<file path="config.mk">
export PLATFORM = sky130hd
export DESIGN_NAME = fcw_load_sequencer
export DESIGN_NICKNAME = d
export VERILOG_FILES = /design/src/rtl/fcw_load_pkg.sv /design/src/rtl/fcw_load_datapath.sv /design/src/rtl/fcw_load_control.sv /design/src/rtl/fcw_load_sequencer.sv
export SDC_FILE = /design/constraint.sdc
export NUM_CORES = 1
export LEC_CHECK = 0
export BUFFER_PORTS_ARGS = -buffer_cell sky130_fd_sc_hd__buf_2
export CORE_ASPECT_RATIO = 0.5
export CORE_MARGIN = 8
export CORE_UTILIZATION = 50
export CTS_BUF_LIST = sky130_fd_sc_hd__clkbuf_8 sky130_fd_sc_hd__clkbuf_16
export DETAILED_ROUTE_END_ITERATION = 12
export PLACE_DENSITY = 0.87
export REMOVE_ABC_BUFFERS = 1
export SLEW_MARGIN = 20
export SYNTH_ARGS = -nofsm -noshare
export SYNTH_HDL_FRONTEND = slang
export SYNTH_SLANG_ARGS = --single-unit
</file>
<file path="constraint.sdc">
create_clock -name clk -period 4.35 [get_ports clk]
set_input_delay 0.2175 -clock clk [delete_from_list [all_inputs] [get_ports clk]]
set_output_delay 0.2175 -clock clk [all_outputs]
set_load 0.05 [all_outputs]
</file>
<file path="src/rtl/fcw_load_pkg.sv">
package fcw_load_pkg;

  // Strobes from the control section to the datapath section.
  typedef struct packed {
    logic refLoad;   // reference copy follows the input this cycle
  } loadStrobe_t;

endpackage

</file>
<file path="src/rtl/fcw_load_datapath.sv">
module fcw_load_datapath
  import fcw_load_pkg::*;
#(
  parameter int SLICE_W = 4,
  parameter int SLICES  = 8,
  localparam int WORD_W = SLICE_W * SLICES
) (
  input  logic              clk,
  input  logic              rstN,
  input  logic [WORD_W-1:0] wordIn,
  input  loadStrobe_t       strobe,
  output logic              wordChanged
);

  logic [WORD_W-1:0] refWord;
  logic [SLICES-1:0] sliceDiff;

  // Reference copy: follows the input while loads are open, frozen otherwise.
  always_ff @(posedge clk) begin
    if (!rstN) begin
      refWord <= wordIn;
    end else if (strobe.refLoad) begin
      refWord <= wordIn;
    end
  end

  // Per-slice comparison, then a reduction across the slices.
  for (genvar s = 0; s < SLICES; s++) begin : g_sliceCmp
    assign sliceDiff[s] =
      (wordIn[s*SLICE_W +: SLICE_W] != refWord[s*SLICE_W +: SLICE_W]);
  end

  assign wordChanged = |sliceDiff;

endmodule

</file>
<file path="src/rtl/fcw_load_control.sv">
module fcw_load_control
  import fcw_load_pkg::*;
#(
  parameter int SLICES = 8
) (
  input  logic              clk,
  input  logic              rstN,
  input  logic              wordChanged,
  output logic [SLICES-1:0] sliceLoad,
  output logic              loadOpen,
  output loadStrobe_t       strobe
);

  logic [SLICES-1:0] walkReg;
  logic [SLICES-1:0] walkNext;
  logic              startWalk;

  assign loadOpen  = ~(|walkReg);
  assign startWalk = loadOpen & wordChanged;

  // The token enters at slice 0 and moves up one position per clock.
  assign walkNext[0] = startWalk;
  for (genvar s = 1; s < SLICES; s++) begin : g_shift
    assign walkNext[s] = walkReg[s-1];
  end

  always_ff @(posedge clk) begin
    if (!rstN) begin
      walkReg <= '0;
    end else begin
      walkReg <= walkNext;
    end
  end

  always_comb begin
    strobe         = '0;
    strobe.refLoad = loadOpen;
  end

  assign sliceLoad = walkReg;

endmodule

</file>
<file path="src/rtl/fcw_load_sequencer.sv">
module fcw_load_sequencer
  import fcw_load_pkg::*;
#(
  parameter int SLICE_W = 4,
  parameter int SLICES  = 8,
  localparam int WORD_W = SLICE_W * SLICES
) (
  input  logic              clk,
  input  logic              rstN,
  input  logic [WORD_W-1:0] wordIn,
  output logic [SLICES-1:0] sliceLoad,
  output logic              loadOpen
);

  loadStrobe_t strobe;
  logic        wordChanged;

  fcw_load_datapath #(
    .SLICE_W(SLICE_W),
    .SLICES (SLICES)
  ) u_datapath (
    .clk        (clk),
    .rstN       (rstN),
    .wordIn     (wordIn),
    .strobe     (strobe),
    .wordChanged(wordChanged)
  );

  fcw_load_control #(
    .SLICES(SLICES)
  ) u_control (
    .clk        (clk),
    .rstN       (rstN),
    .wordChanged(wordChanged),
    .sliceLoad  (sliceLoad),
    .loadOpen   (loadOpen),
    .strobe     (strobe)
  );

endmodule

</file>
==> results of run 1 <==
## per-layer routing
metal  part of all wire (%)  GRT usage (%)
met1                     40           13.2
met2                     52           20.6
met3                    5.7           4.44
met4                    2.0           5.95
met5                      0              0
## worst register-to-register path, cell delays in order (launching register included)
cell     delay, ps
dfxtp_1        330
or4_1          580
o21ai_2        220
buf_4          400
## cell usage in the layout (no fill, tap or decap)
cell	synthesis	layout
nand2_1	1	1
nor4_1	2	2
clkinv_2	0	1
clkinvlp_4	0	1
nor2_2	1	1
or4_4	1	1
buf_4	0	1
or4_1	1	1
xnor2_1	32	32
and2_1	6	6
dfxtp_1	8	8
clkbuf_8	0	5
nand4_1	8	8
and2_2	1	1
o21ai_2	0	1
edfxtp_1	32	32
bufinv_16	0	1
a21oi_1	1	1
buf_2	0	42
## cells by family (layout without fill, tap and decap cells)
logic type / Yosys count / in the layout
AO/OA/AOI/OAI: 2 / 2
AND/OR/NAND/NOR: 21 / 21
flip-flops: 40 / 40
buffers and inverters: 0 / 51
XOR/XNOR: 32 / 32
## final timing paths
| path | slack, ps | endpoint | cells past startpoint |
|---|---|---|---|
| hold reg to reg | 490 | u_control.sliceLoad[1]$_SDFF_PN0_ | 1 |
| hold / removal | 120 | u_datapath.refWord[23]$_DFFE_PP_ | 1 |
| setup / recovery | 2480 | u_datapath.refWord[27]$_DFFE_PP_ | 3 |
| setup reg to reg | 2480 | u_datapath.refWord[27]$_DFFE_PP_ | 3 |
## state kept, by name, indices dropped and copies added, names as in the netlist
register,count
u_datapath.refWord,32
u_control.sliceLoad,8
## power breakdown
part	switching (µW)	total [µW]	internal (µW)
sequential	16.4	473	456
clock	131	301	170
combinational	63.1	113	49.6
total	211	886	675
## stage by stage
stage / std cells / cell area [µm²] / hold WS [ps] / power [µW] / setup WS (ps)
6_report: 186 / 1930 / 124 / 886 / 2480
4_1_cts: 186 / 1930 / 115 / 893 / 2480
2_1_floorplan: 95 / 1550 / 316 / 554 / 489
3_3_place_gp: 178 / 1820 / 420 / 588 / 2540
5_1_grt: 186 / 1930 / 112 / 919 / 2410
3_5_place_dp: 178 / 1820 / 422 / 593 / 2520
## final cells by class
class | count | area, µm²
well taps | 40 | 50.0
fillers | 218 | 1050
flip-flops and latches | 40 | 1120
multi-input cells | 55 | 430
clock buffers | 5 | 68.8
clock inverters | 3 | 42.5
repair buffers | 43 | 218
==> metrics, run 1 <==
CTS Sinks 40; Clock transition at path regs approximately 80 ps; register area share after synthesis just over 70%; CP Launch Type flip-flop; worst min path class primary input to flip-flop; synth warn 0; die area around 5200 µm²; Clk Latency, worst-skew pair approximately 290 ps; nets@finish 179; setup bufs post-CTS 0; CP Cell Sequence or4_1, o21ai_2, buf_4; Synth Cell Area 1550 µm²; Syn Inst Count 95; Vias between 900 and 1,000; crit-path leading delay family simple AND/OR/NAND/NOR gates; compound-cell area share of the yosys netlist 0.647%; Clock Skew 2.96 ps; worst hold start wordIn[23]; vias in the first global route 977; syn avg cell area 16.3 µm²; crit-path max cell delay ~580 ps; Worst setup EP type flip-flop; Synth Area in XOR/XNOR 18.1%; VDD IR max 0.280 mV; Inserted Clock Buffers 5; Die Y 55.3 µm; Port Buffers 42; gr ovfl total 0; antenna violations before repair 0; mux cell area share after synthesis 0%; WS Path Type flip-flop to flip-flop; Initial DRC Count 65; CTS root buf clkbuf_8; FF-to-FF Start u_control.sliceLoad[3]$_SDFF_PN0_; routed vias/inst 4.90; Antenna Cells 0; post-synthesis register bit count 40; most used flip-flop cell after synthesis edfxtp_1; row cnt 14; Die W 94.7 µm; FFs w/ async S/R, synth 0%; Syn-to-layout area delta 24.7%; highest-delay cell along the critical path or4_1; CTS resizes 0; largest net degree at the start of global routing 31; Total GRT Usage 12.2%; Post-Synth Adder-Cell Area 0%; Synth cell types 13; first-pass GRT wire length 4.84 mm; Synth area leader edfxtp_1; CP arrival 1830 ps; Initial Util 52.0%; Hold Violations, Final 0; H-tree levels 2; Buf/Inv on CP 1; DR pass1 iterations 4; DRC Markers 0; unrepaired setup endpoints after global routing no; ANT nets after route 0; final setup violation count 0; io pins between 40 and 50; Worst-Margin Slew 390 ps; Slew Viols, Final 0; Final Wtd Congestion 0.719; most frequent cells after synthesis edfxtp_1, xnor2_1, dfxtp_1, nand4_1, and2_1; PwrDens 459 nW/µm²; TritonCTS clock tree built; routed wire length 3.02 mm; clock buffer depth 2; Max Cap Viol 0; minimum clock period 1870 ps; largest family of logic cells by synthesized area XOR/XNOR gates; Setup TNS 0 ps; largest cells by area after synthesis edfxtp_1, xnor2_1, dfxtp_1, nand4_1, and2_1; Post-synth EDFFs 32; Simple-Gate Fraction of Synth Area under 10%; status completed; Peak Freq roughly 530 MHz; Post-CTS Hold Buffers 0; hpwl dp between 2 and 2.5 mm; Tcrit/Tclk final 43.1%; Yosys top cell area share 62.1%; crit path max fanout 30; share of layout cells above drive strength 1 37.7%; WP data required 4310 ps; Lkg Pwr 0.000738 µW; worst setup path startpoint u_control.sliceLoad[3]$_SDFF_PN0_; Avg WL per Cell 16.3 µm; Slew headroom 74.0%; Core Util, Final between 60% and 70%; core box area 2980 µm²
Power figures use the tool's default switching activity.
==> inputs of run 2 (changes only) <==
==> constraint.sdc (replaced) <==
create_clock -name clk -period 1.91 [get_ports clk]
set_input_delay 0.0955 -clock clk [delete_from_list [all_inputs] [get_ports clk]]
set_output_delay 0.0955 -clock clk [all_outputs]
set_load 0.05 [all_outputs]
==> run 2 against run 1 <==
The run now ends with negative hold slack left. Sequential power is 130% higher. Utilization is 5.4 points higher. Largest power group unchanged. Total power is 140% higher. Sequential share of layout area shrank 4.4 points. Routed wire length grew 15%. First-iteration DRC count decreased by 37%.
==> metrics, run 2 (same netlist as run 1, synthesis figures left out) <==
Syn-to-layout area delta 35.1%; Die Y 55.3 µm; worst min path class primary input to flip-flop; routed vias/inst 5.00; Vias 999; worst hold slack -2.01 ps; WP data required 1810 ps; most frequent cells in the layout buf_2, xnor2_1, edfxtp_1; Worst setup EP type output port; Port Buffers 42; Final Wtd Congestion 0.702; worst hold start wordIn[8]; Slew headroom between 70% and 80%; failing checks negative hold slack; crit path max fanout 3; CP arrival 1640 ps; CP Launch Type flip-flop; clock buffer depth 2; Max Cap Viol 0; DRC Markers 0; core box area 2980 µm²; largest reg by FF count u_datapath.refWord; minimum clock period about 1700 ps; status finished, violations left; Inserted Clock Buffers 5; CTS Sinks 40; setup bufs post-CTS 0; Initial Util around half; row cnt 14; io pins 43; ANT nets after route 0; final setup violation count 0; Die W 94.7 µm; first-pass GRT wire length 5.26 mm; worst setup path startpoint u_control.sliceLoad[3]$_SDFF_PN0_; Finished Layout Cells 200; max reg flops 32; Post-CTS Hold Buffers 6; Avg WL per Cell 17.4 µm; dpl ws between 200 and 250 ps; DR pass1 iterations 4; most common cell after layout, fill and taps aside buf_2; Tcrit/Tclk final 91.1%; Final WS setup 170 ps; largest net degree at the start of global routing 29; die area 5240 µm²; placed instance area ~1800 µm²; unrepaired setup endpoints after global routing no; CTS root buf clkbuf_8; Clock transition at path regs 90 ps; Initial DRC Count 41; TritonCTS clock tree built; H-tree levels 2; Lkg Pwr around 0.0008 µW; PwrDens just over 1000 nW/µm²; hpwl dp 2.28 mm; Setup TNS 0 ps; FF-to-FF Start u_control.sliceLoad[3]$_SDFF_PN0_; VDD IR max 0.470 mV; Clk Latency, worst-skew pair 300 ps; fin area 2090 µm²; CTS resizes 0; antenna violations before repair 0; Total GRT Usage 13.3%; Clock Skew 14.6 ps; Hold Violations, Final 1; vias in the first global route 1,060; Inst Count DP 179; routed wire length 3.47 mm; share of layout cells above drive strength 1 35.0%; Slew Viols, Final 0; WS Path Type flip-flop to output port; Antenna Cells 0; Worst-Margin Slew 318 ps; gr ovfl total 0; Peak Freq 575 MHz; nets@finish 193
[run 2: cell types whose count changed in the layout (fill, tap and decap cells not counted), sizes merged]
cell,previous run,this run
clkbuf,5,6
buf,43,44
clkinvlp,1,0
dlygate4sd3,0,13
[run 2: final cells by class]
| cell class | count | area, µm² |
|---|---|---|
| clock buffers | 6 | 82.6 |
| clock inverters | 2 | 38.8 |
| fillers | 196 | 887 |
| multi-input cells | 55 | 430 |
| flip-flops and latches | 40 | 1120 |
| well taps | 40 | 50.0 |
| repair buffers | 57 | 368 |
[run 2: path summary, 6_finish.rpt]
kind	end	slack [ps]	depth (start not counted)
worst min-delay path	u_datapath.refWord[8]$_DFFE_PP_	-2	1
worst max register to register	u_datapath.refWord[7]$_DFFE_PP_	220	3
worst min register to register	u_control.sliceLoad[5]$_SDFF_PN0_	490	1
worst max-delay path	loadOpen	170	3
[run 2: routing by layer]
layer	vias to the layer above	part of all wire, %	track usage [%]
met5	-	0	0
met4	0	2.2	7.27
met3	7	5.1	4.17
met2	34	54	24.3
met1	486	39	13.1
li1	472	-	-
[run 2: worst max-delay path, stage by stage, from the launching register on]
cell and delay [ps]:
dfxtp_1 330, or4_1 590, nor2_2 160, buf_2 280
[run 2: per-stage QoR]
step | hold WS [ps] | total power (µW) | utilization (%)
after CTS | 1.60 | 2090 | 67.9
after global routing | -9.02 | 2170 | 70.2
after detailed placement | 300 | 1370 | 61.8
after global placement | 298 | 1350 | 61.8
final | -2.01 | 2100 | 70.2
after floorplan | 194 | 1260 | -
[run 2: where the power goes]
part / switching [µW] / total, µW / internal, µW / leakage, µW
logic: 156 / 297 / 140 / 0.000356
registers: 40.1 / 1080 / 1040 / 0.000392
clock network: 299 / 726 / 427 / 0.0000614
